## src/rtl/lcd_tg_pkg.sv

```systemverilog
package lcd_tg_pkg;
    localparam int PORCH_W = 8;
    localparam int REG_W   = 2 * PORCH_W;
    localparam int ADDR_W  = 3;
    localparam int CNT_W   = REG_W;
    localparam int DIV_W   = 8;
    localparam int INV_W   = 4;
    localparam int NSEG    = 4;

    localparam int INV_HS   = 0;
    localparam int INV_VS   = 1;
    localparam int INV_DE   = 2;
    localparam int INV_PCLK = 3;

    localparam logic [ADDR_W-1:0] A_CTRL   = 3'd0;
    localparam logic [ADDR_W-1:0] A_HTIM   = 3'd1;
    localparam logic [ADDR_W-1:0] A_MIX    = 3'd2;
    localparam logic [ADDR_W-1:0] A_VTIM   = 3'd3;
    localparam logic [ADDR_W-1:0] A_WIDTH  = 3'd4;
    localparam logic [ADDR_W-1:0] A_HEIGHT = 3'd5;

    // segment order inside a line and inside a frame
    typedef enum logic [1:0] {
        SEG_SYNC  = 2'd0,
        SEG_BACK  = 2'd1,
        SEG_ACTV  = 2'd2,
        SEG_FRONT = 2'd3
    } seg_e;

    // fields acting immediately
    typedef struct packed {
        logic             run;
        logic             run_frame;
        logic [1:0]       irq_pos;
        logic [INV_W-1:0] inv;
    } ctrl_t;

    // fields taken over at frame boundaries
    typedef struct packed {
        logic [DIV_W-1:0]   div_m1;
        logic [PORCH_W-1:0] h_sync_m1;
        logic [PORCH_W-1:0] h_back_m1;
        logic [PORCH_W-1:0] h_front_m1;
        logic [PORCH_W-1:0] v_sync_m1;
        logic [PORCH_W-1:0] v_back_m1;
        logic [PORCH_W-1:0] v_front_m1;
        logic [CNT_W-1:0]   width_m1;
        logic [CNT_W-1:0]   height_m1;
    } tim_t;
endpackage

```

## src/rtl/lcd_tg_regs.sv

```systemverilog
module lcd_tg_regs
    import lcd_tg_pkg::*;
(
    input  logic              clk,
    input  logic              rst_n,
    input  logic              wr_en,
    input  logic [ADDR_W-1:0] wr_addr,
    input  logic [REG_W-1:0]  wr_data,
    input  logic              load,
    output ctrl_t             ctrl,
    output tim_t              tim_act
);
    typedef struct packed {
        ctrl_t ctrl;
        tim_t  pend;
        tim_t  act;
    } st_t;

    st_t st_q, st_d;

    always_comb begin
        st_d = st_q;
        if (wr_en) begin
            unique case (wr_addr)
                A_CTRL: begin
                    st_d.ctrl.run       = wr_data[0];
                    st_d.ctrl.run_frame = wr_data[1];
                    st_d.ctrl.irq_pos   = wr_data[3:2];
                    st_d.ctrl.inv       = wr_data[4 +: INV_W];
                    st_d.pend.div_m1    = wr_data[REG_W-1 -: DIV_W];
                end
                A_HTIM: begin
                    st_d.pend.h_sync_m1 = wr_data[PORCH_W-1:0];
                    st_d.pend.h_back_m1 = wr_data[REG_W-1 -: PORCH_W];
                end
                A_MIX: begin
                    st_d.pend.h_front_m1 = wr_data[PORCH_W-1:0];
                    st_d.pend.v_sync_m1  = wr_data[REG_W-1 -: PORCH_W];
                end
                A_VTIM: begin
                    st_d.pend.v_back_m1  = wr_data[PORCH_W-1:0];
                    st_d.pend.v_front_m1 = wr_data[REG_W-1 -: PORCH_W];
                end
                A_WIDTH:  st_d.pend.width_m1  = wr_data;
                A_HEIGHT: st_d.pend.height_m1 = wr_data;
                default: ;
            endcase
        end
        if (load) begin
            st_d.act = st_q.pend;
        end
    end

    always_ff @(posedge clk or negedge rst_n) begin
        if (!rst_n) begin
            st_q <= '0;
        end else begin
            st_q <= st_d;
        end
    end

    assign ctrl    = st_q.ctrl;
    assign tim_act = st_q.act;
endmodule

```

## src/rtl/lcd_tg_pixdiv.sv

```systemverilog
module lcd_tg_pixdiv
    import lcd_tg_pkg::*;
#(
    parameter int W = DIV_W
) (
    input  logic         clk,
    input  logic         rst_n,
    input  logic         run,
    input  logic [W-1:0] lim,
    output logic         tick
);
    typedef struct packed {
        logic [W-1:0] cnt;
    } st_t;

    st_t st_q, st_d;

    always_comb begin
        st_d = st_q;
        tick = run && (st_q.cnt == lim);
        if (!run || tick) begin
            st_d.cnt = '0;
        end else begin
            st_d.cnt = st_q.cnt + 1'b1;
        end
    end

    always_ff @(posedge clk or negedge rst_n) begin
        if (!rst_n) begin
            st_q <= '0;
        end else begin
            st_q <= st_d;
        end
    end

    // with a ratio above one, strobes are never back to back
    a_r5_strobe_spacing: assert property (@(posedge clk) disable iff (!rst_n)
        (tick && lim != '0) |=> (!tick || lim == '0));
endmodule

```

## src/rtl/lcd_tg_segcnt.sv

```systemverilog
module lcd_tg_segcnt
    import lcd_tg_pkg::*;
#(
    parameter int W = CNT_W
) (
    input  logic                   clk,
    input  logic                   rst_n,
    input  logic                   clear,
    input  logic                   step,
    input  logic [NSEG-1:0][W-1:0] len_m1,
    output seg_e                   seg,
    output logic [W-1:0]           sub,
    output logic                   seg_end
);
    typedef struct packed {
        seg_e         seg;
        logic [W-1:0] sub;
    } st_t;

    st_t        st_q, st_d;
    logic [1:0] seg_nxt;

    always_comb begin
        st_d    = st_q;
        seg_nxt = st_q.seg + 2'd1;
        seg_end = step && !clear && (st_q.sub == len_m1[st_q.seg]);
        if (clear) begin
            st_d.seg = SEG_SYNC;
            st_d.sub = '0;
        end else if (seg_end) begin
            st_d.seg = seg_e'(seg_nxt);
            st_d.sub = '0;
        end else if (step) begin
            st_d.sub = st_q.sub + 1'b1;
        end
    end

    always_ff @(posedge clk or negedge rst_n) begin
        if (!rst_n) begin
            st_q <= '{seg: SEG_SYNC, sub: '0};
        end else begin
            st_q <= st_d;
        end
    end

    assign seg = st_q.seg;
    assign sub = st_q.sub;

    // position never runs past the programmed segment length
    a_r1_sub_in_range: assert property (@(posedge clk) disable iff (!rst_n)
        !clear |-> (st_q.sub <= len_m1[st_q.seg]));
endmodule

```

## src/rtl/lcd_timing_gen.sv

```systemverilog
module lcd_timing_gen
    import lcd_tg_pkg::*;
(
    input  logic              clk,
    input  logic              rst_n,
    input  logic              cfg_we,
    input  logic [ADDR_W-1:0] cfg_addr,
    input  logic [REG_W-1:0]  cfg_wdata,
    output logic              hsync,
    output logic              vsync,
    output logic              de,
    output logic              pix_strobe,
    output logic [CNT_W-1:0]  pix_x,
    output logic [CNT_W-1:0]  pix_y,
    output logic              frame_irq
);
    typedef struct packed {
        logic running;
        logic irq;
    } st_t;

    st_t   st_q, st_d;
    ctrl_t ctrl;
    tim_t  tim;

    logic                        load, tick, go;
    logic                        line_end, frame_end;
    logic                        h_end, v_end;
    seg_e                        h_seg, v_seg;
    logic [CNT_W-1:0]            h_sub, v_sub;
    logic [NSEG-1:0][CNT_W-1:0]  h_len, v_len;
    logic [1:0]                  irq_seg, v_after;
    logic                        hs_raw, vs_raw, de_raw;

    lcd_tg_regs u_regs (
        .clk     (clk),
        .rst_n   (rst_n),
        .wr_en   (cfg_we),
        .wr_addr (cfg_addr),
        .wr_data (cfg_wdata),
        .load    (load),
        .ctrl    (ctrl),
        .tim_act (tim)
    );

    lcd_tg_pixdiv #(.W(DIV_W)) u_div (
        .clk   (clk),
        .rst_n (rst_n),
        .run   (st_q.running),
        .lim   (tim.div_m1),
        .tick  (tick)
    );

    assign h_len[0] = CNT_W'(tim.h_sync_m1);
    assign h_len[1] = CNT_W'(tim.h_back_m1);
    assign h_len[2] = tim.width_m1;
    assign h_len[3] = CNT_W'(tim.h_front_m1);
    assign v_len[0] = CNT_W'(tim.v_sync_m1);
    assign v_len[1] = CNT_W'(tim.v_back_m1);
    assign v_len[2] = tim.height_m1;
    assign v_len[3] = CNT_W'(tim.v_front_m1);

    lcd_tg_segcnt #(.W(CNT_W)) u_hcnt (
        .clk     (clk),
        .rst_n   (rst_n),
        .clear   (!st_q.running),
        .step    (tick),
        .len_m1  (h_len),
        .seg     (h_seg),
        .sub     (h_sub),
        .seg_end (h_end)
    );

    lcd_tg_segcnt #(.W(CNT_W)) u_vcnt (
        .clk     (clk),
        .rst_n   (rst_n),
        .clear   (!st_q.running),
        .step    (line_end),
        .len_m1  (v_len),
        .seg     (v_seg),
        .sub     (v_sub),
        .seg_end (v_end)
    );

    always_comb begin
        st_d      = st_q;
        go        = ctrl.run && ctrl.run_frame;
        line_end  = h_end && (h_seg == SEG_FRONT);
        frame_end = v_end && (v_seg == SEG_FRONT);
        v_after   = v_seg + 2'd1;
        irq_seg   = ctrl.irq_pos + 2'd3;
        if (!st_q.running) begin
            st_d.running = go;
        end else if (frame_end) begin
            st_d.running = go;
        end
        st_d.irq = st_d.running &&
                   ((!st_q.running && irq_seg == SEG_SYNC) ||
                    (st_q.running && v_end && v_after == irq_seg));
        load = !st_q.running || frame_end;
    end

    always_ff @(posedge clk or negedge rst_n) begin
        if (!rst_n) begin
            st_q <= '0;
        end else begin
            st_q <= st_d;
        end
    end

    assign hs_raw = st_q.running && (h_seg == SEG_SYNC);
    assign vs_raw = st_q.running && (v_seg == SEG_SYNC);
    assign de_raw = st_q.running && (h_seg == SEG_ACTV) && (v_seg == SEG_ACTV);

    assign hsync      = hs_raw ^ ctrl.inv[INV_HS];
    assign vsync      = vs_raw ^ ctrl.inv[INV_VS];
    assign de         = de_raw ^ ctrl.inv[INV_DE];
    assign pix_strobe = tick ^ ctrl.inv[INV_PCLK];
    assign pix_x      = de_raw ? h_sub : '0;
    assign pix_y      = de_raw ? v_sub : '0;
    assign frame_irq  = st_q.irq;

    // data-enable stays clear of both sync segments
    a_r3_de_outside_sync: assert property (@(posedge clk) disable iff (!rst_n)
        de_raw |-> (!hs_raw && !vs_raw));

    // running only begins with both run bits set
    a_r7_start_needs_both: assert property (@(posedge clk) disable iff (!rst_n)
        $rose(st_q.running) |-> $past(ctrl.run && ctrl.run_frame));

    // running only ends on the last clock of a frame
    a_r9_stop_on_boundary: assert property (@(posedge clk) disable iff (!rst_n)
        $fell(st_q.running) |-> $past(frame_end));

    // live timing copy is frozen inside a frame
    a_r8_timing_frozen: assert property (@(posedge clk) disable iff (!rst_n)
        (st_q.running && !frame_end) |=> $stable(tim));

    // the frame interrupt is a single-clock pulse
    a_r10_irq_single: assert property (@(posedge clk) disable iff (!rst_n)
        frame_irq |=> !frame_irq);
endmodule

```

## config.mk

```make
export PLATFORM = sky130hd
export DESIGN_NAME = lcd_timing_gen
export DESIGN_NICKNAME = d
export VERILOG_FILES = /design/src/rtl/lcd_tg_pkg.sv /design/src/rtl/lcd_tg_regs.sv /design/src/rtl/lcd_tg_pixdiv.sv /design/src/rtl/lcd_tg_segcnt.sv /design/src/rtl/lcd_timing_gen.sv
export SDC_FILE = /design/constraint.sdc
export NUM_CORES = 1
export LEC_CHECK = 0
export BUFFER_PORTS_ARGS = -buffer_cell sky130_fd_sc_hd__buf_2
export CORE_ASPECT_RATIO = 0.75
export CORE_UTILIZATION = 50
export CTS_BUF_LIST = sky130_fd_sc_hd__clkbuf_2 sky130_fd_sc_hd__clkbuf_4 sky130_fd_sc_hd__clkbuf_8
export DETAILED_ROUTE_END_ITERATION = 10
export PLACE_DENSITY = 0.68
export REMOVE_ABC_BUFFERS = 1
export SYNTH_ARGS = -nofsm -noshare
export SYNTH_HDL_FRONTEND = slang
export SYNTH_HIERARCHICAL = 1
export SYNTH_SLANG_ARGS = --single-unit
```

## constraint.sdc

```tcl
create_clock -name clk -period 6.9 [get_ports clk]
set_input_delay 1.38 -clock clk [delete_from_list [all_inputs] [get_ports clk]]
set_output_delay 1.38 -clock clk [all_outputs]
set_load 0.1 [all_outputs]
```

# After elaboration in Yosys (flattened, before gate mapping)
# Cells that the tools add are included.
# op_classes
addsub	6
n_mul	0
div_mod_pow	0
magnitude_cmp	2
eq_ne	17
shifts	0
mux	17
bitwise_logic	4
reduce_logical	30
# ops
cell	n
16-bit 2-to-1 mux	8
16-bit binary-select mux with 2-bit select	2
18-bit 2-to-1 mux	2
16-bit by 1-bit adder with 16-bit output, second input constant	2
16-bit == test	2
1-bit logical AND	16
2-bit AND reduction	6
8-bit by 1-bit adder with 8-bit output, second input constant	1
2-bit == test, second input constant	4
8-bit == test	1
8-bit 2-to-1 mux	1
3-bit by 2-bit == test with 1-bit output, second input constant	2
3-bit == test, second input constant	2
2-bit zero test	3
2-bit by 3-bit less-than comparator with 1-bit output, second input constant	2
3-bit by 1-bit != test with 1-bit output, second input constant	2
2-bit by 1-bit adder with 2-bit output, second input constant	2
2-bit 2-to-1 mux	2
2-bit by 1-bit != test with 1-bit output, second input constant	2
1-bit bitwise XOR	4
3-bit by 1-bit == test with 1-bit output, second input constant	1
3-bit zero test	1
1-bit logical OR	3
2-bit adder, second input constant	1
3 further kinds	4
# word_totals
reg_bits	230
latchBits	0
ramBits	0
rom_bits	0
input_bits	22
out_inout_bits	37
memories	0

# Depth between registers and ports, before layout
# depth
word_depth	11
depth_mapped	23

# Cells and area by module
# Netlist, hierarchy kept.
# modules_own_cells
mod	instances	cells_each	area_each_um2
lcd_tg_regs	1	490	7644.8
lcd_tg_segcnt	2	144	1512.7
lcd_tg_pixdiv	1	46	500.5
lcd_timing_gen	1	63	493.0

# Worst setup path before layout
# No wires, ideal clock.
# synth_path
kind	register to register
from	register u_regs.st_q, in the netlist u_regs/tim_act[87]
to	register u_regs.st_q, in the netlist u_regs/tim_act[65]
t_arrival_ns	4.746
required_ns	6.775
path_slack_ns	2.030
path_stages_with_launch	24
cell_sequence	dfrtp_1 > buf_4 > xor2_2 > nor4_2 > and3_1 > clkbuf_1 > inv_1 > a211oi_1 > nand3_1 > a21oi_2 > and4b_1 > and3_1 > clkbuf_1 > inv_1 > a211oi_1 > nand3_1 > a21oi_2 > and4b_1 > nand2_1 > nand2_1 > clkbuf_1 > buf_2 > buf_2 > mux2_2
# synth_between
elab_chain_len	9
# synth_rtl
item	line	text
start, declared	lcd_tg_regs.sv:19	st_t st_q, st_d;
start signal, assigned	lcd_tg_regs.sv:58	st_q <= st_d;
8-bit == test	lcd_tg_pixdiv.sv:20	tick = run && (st_q.cnt == lim);
1-bit logical AND	lcd_tg_pixdiv.sv:20	
named net tick	lcd_timing_gen.sv:26	logic load, tick, go;
1-bit logical AND (2 in series)	lcd_tg_segcnt.sv:26	seg_end = step && !clear && (st_q.sub == len_m1[st_q.seg]);
named net h_end	lcd_timing_gen.sv:28	logic h_end, v_end;
1-bit logical AND	lcd_timing_gen.sv:88	line_end = h_end && (h_seg == SEG_FRONT);
named net line_end	lcd_timing_gen.sv:27	logic line_end, frame_end;
1-bit logical AND (2 in series)	lcd_tg_segcnt.sv:26	
named net v_end	lcd_timing_gen.sv:28	
1-bit logical AND	lcd_timing_gen.sv:89	frame_end = v_end && (v_seg == SEG_FRONT);
1-bit logical OR	lcd_timing_gen.sv:100	load = !st_q.running || frame_end;
named net load	lcd_timing_gen.sv:26	
# The timed path passes the listed nets, and every way through them passes these cells.
# A chain may end at the register's enable or synchronous reset.

# Worst setup path after layout
# layout_path
from	register u_div/st_q[4] (netlist name)
to	register u_regs.st_q, in the netlist u_regs/tim_act[63]
# layout_between
elab_chain_len	9
# layout_rtl
item	line	text
start, declared	lcd_tg_pixdiv.sv:16	st_t st_q, st_d;
start signal, assigned	lcd_tg_pixdiv.sv:32	st_q <= st_d;
8-bit == test	lcd_tg_pixdiv.sv:20	
1-bit logical AND	lcd_tg_pixdiv.sv:20	
named net tick	lcd_timing_gen.sv:26	
1-bit logical AND (2 in series)	lcd_tg_segcnt.sv:26	
named net h_end	lcd_timing_gen.sv:28	
1-bit logical AND	lcd_timing_gen.sv:88	
named net line_end	lcd_timing_gen.sv:27	
1-bit logical AND (2 in series)	lcd_tg_segcnt.sv:26	
named net v_end	lcd_timing_gen.sv:28	
1-bit logical AND	lcd_timing_gen.sv:89	
1-bit logical OR	lcd_timing_gen.sv:100	
named net load	lcd_timing_gen.sv:26	
# The timed path passes the listed nets, and every way through them passes these cells.

==> metrics.txt <==
Post-synth EDFFs=0; Core Region=22500 µm²; gr ovfl total=0; Area Overhead vs Synth=5.45%; count leader, synth=dfrtp_1; Setup crit start=u_div/st_q[4]$_DFF_PN0_; vias in the first global route=about 6500; post-CTS setup buffers=0; first-pass GRT wire length=roughly 37000 µm; Num CTS Buffers=37; Switch Pwr=about 1.1 mW; die width=around 180 µm; cell taking the most area after synthesis=dfrtp_1; WL/cell=roughly 19 µm; FF+latch count, synth=230; die height=134 µm; Antenna Nets Post-Route=0; setup ws final=approximately 1300 ps; Synth Flop Type=dfrtp_1; layout cell share with drive strength beyond 1=0.397; Synthesis Warnings=6; die area=roughly 24000 µm²; Hold WC Path Type=flip-flop to flip-flop; # fillers=approximately 1900; Simple-Gate Fraction of Synth Area=0.0795; Clock Path Buffers=3; Min Clock Period, post-route=5600 ps; CTS tree=done; Final Cycle Share=0.811; Async SR Flop Fraction=1.00; total power=3.96 mW; FMAX=179 MHz; Ports=59; via count=between 6000 and 7000; dpl hpwl=14900 µm; largest net degree at the start of global routing=between 100 and 150; status=finished clean; clock group share of total power=0.293; Synth Area in Compound Gates=0.0238; hold buffers post-CTS=0; Rows=between 40 and 50; largest family of logic cells by synthesized area=multiplexers; measured slew at the worst slew-check pin=~1100 ps; CP required=7300 ps; initial cell density of the core=0.519; Worst setup SP type=flip-flop; TNS Setup=0 ps; switching share of power=0.280; pwr dens=around 320 nW/µm²; CP Class=flip-flop to flip-flop; multiplexer share of the synthesized area=0.238; Worst Skew=22.9 ps; peak supply drop=192 µV; Max-cap violations=0; dpl ws=1390 ps; Root Buffer=clkbuf_8; cell count after synthesis=between 800 and 900; Mean Syn Cell Area=around 13 µm²; Max-slew headroom=0.235; Overall Global Routing Usage=0.200; Synth cell types=47; Net count, final=approximately 940; critical path arrival=~6000 ps; router iterations before antenna repair=4; Leakage=5.43 nW; Internal Pwr Total=~2.8 mW; Max Slew Vio Count=0; clock sink count=between 200 and 250; Mapped Area=11700 µm²; hold_sp=u_regs/st_q[165]$_DFFE_PN0P_; PostCTS Resize Cnt=0; worst reg2reg path startpoint=u_div/st_q[4]$_DFF_PN0_; RD Place Congestion=between 0.8 and 0.9; Post-Synth Adder-Cell Area=0.00751; # diodes=0; Iteration-0 DRC Markers=356; IO buf count=a little under 60; Crit Path Max Fanout=51; Reg power frac=0.500; DRT Wirelength=between 20000 and 25000 µm; Comb pwr share=0.206; final setup fails=0; largest cells by area after synthesis=dfrtp_1 49%, mux2_2 18%, buf_4 6.2%, mux4_2 5.0%, xnor2_1 3.5%; via-per-instance ratio=around 5.3; RSZ-0062 raised after global routing=no; Fin. Hold Viols=0; area fraction of the dominant cell type after synthesis=0.493; Worst-Skew Late Latency=520 ps; sequential share of the synthesized area=0.493; H-tree Lvls=2; initial antenna violation count=0; Synth top cells by count=230 x dfrtp_1, 183 x mux2_2, 96 x buf_4, 46 x xnor2_1, 38 x nor2_1; DRC=0; CP endpoint kind=flip-flop; Worst-path clk slew=~60 ps; XOR/XNOR Fraction of Synth Area=0.0643
## area by class of cell
cell class                      instances  area [µm²]  area share
Sequential cell                       230        5760       0.468
Clock inverter                          5        30.0     0.00244
Timing Repair Buffer                   68         388      0.0315
Inverter                               14        52.6     0.00427
Multi-Input combinational cell        556        5010       0.407
Tap cell                              294         368      0.0299
Clock buffer                           55         694      0.0565
## state kept, by name, summed over array words and instances, names as in the netlist
register and cells:
u_regs/st_q 88, u_regs/tim_act 88, u_hcnt/sub 16, u_vcnt/sub 16
u_div/st_q 8, u_regs/ctrl 8, u_hcnt/seg 2, u_vcnt/seg 2
frame_irq 1, st_q 1
## worst paths after layout
check	endpoint	slack, ps	cells after the start
min in group asynchronous	u_vcnt/sub[15]$_DFFE_PN0P_	920	1
worst max register to register	u_regs/tim_act[63]$_DFFE_PN0P_	1300	18
worst min register to register	u_regs/tim_act[77]$_DFFE_PN0P_	500	1
worst min-delay path	u_regs/tim_act[77]$_DFFE_PN0P_	500	1
max in group asynchronous	u_regs/tim_act[68]$_DFFE_PN0P_	4560	2
worst max-delay path	u_regs/tim_act[63]$_DFFE_PN0P_	1300	18
## kinds of logic (layout without fill, tap and decap cells)
group | after synthesis | in the layout
multiplexers | 222 | 222
buffers and inverters | 148 | 142
other | 1 | 48
AO/OA/AOI/OAI | 35 | 35
XOR/XNOR | 83 | 83
AND/OR/NAND/NOR | 161 | 161
adder cells (fa/ha/maj) | 7 | 7
flip-flops | 230 | 230
## cells in the final DEF, fill, tap and decap left out, types with 3 or more instances in the layout
cell,instances
clkinv_2,3
buf_4,9
or3_1,5
xor2_1,34
nand2_1,26
nor2_1,38
mux2_2,183
mux2i_1,12
and2_1,23
ha_1,7
o21ai_0,5
and3_1,12
buf_2,57
nand4_1,10
a221oi_1,3
dfrtp_1,230
a21oi_1,4
conb_1,48
xor2_2,3
nand3_1,17
xnor2_1,46
and2_2,9
mux4_2,26
clkbuf_8,45
nor2b_1,4
a211oi_1,9
inv_1,13
clkbuf_4,10
o2111ai_1,4
## power by group through the flow
| stage | Clock (mW) | Sequential [mW] | Combinational, mW |
|---|---|---|---|
| finish | 1.16 | 1.98 | 0.816 |
| global route | 1.26 | 2.04 | 0.889 |
| CTS | 1.20 | 1.98 | 0.820 |
| detailed placement | 0 | 2.00 | 0.817 |
| global placement | 0 | 1.99 | 0.798 |
| floorplan | 0 | 1.92 | 0.660 |
## stage by stage
stage	instances	cell area, µm²	utilization	hold slack [ps]
2_1_floorplan	800	10800	-	473
4_1_cts	1222	12300	0.548	499
5_1_grt	1222	12300	0.548	508
3_3_place_gp	1162	11600	0.515	481
3_5_place_dp	1162	11600	0.515	487
6_report	1222	12300	0.548	498
## critical path, stage by stage, from the launching register on
cell and delay (ps):
dfrtp_1 420, xor2_1 180, nor4_2 660, and3_1 460, inv_1 100, a211oi_1 230
nand3_1 150, a21oi_2 270, and4b_1 230, and3_1 340, inv_1 100, a211oi_1 220
nand3_1 130, a21oi_2 270, and4b_1 280, nand2_1 120, nand2_4 610, buf_12 320
mux2_2 370
## per-layer routing
layer	wire [µm]	vias up	global-route usage
met3	1180	29	0.0394
li1	-	2990	-
met2	9590	139	0.275
met1	11500	3302	0.321
met5	0	-	0
met4	316	0	0.0504
(Power assumes the default switching activity.)
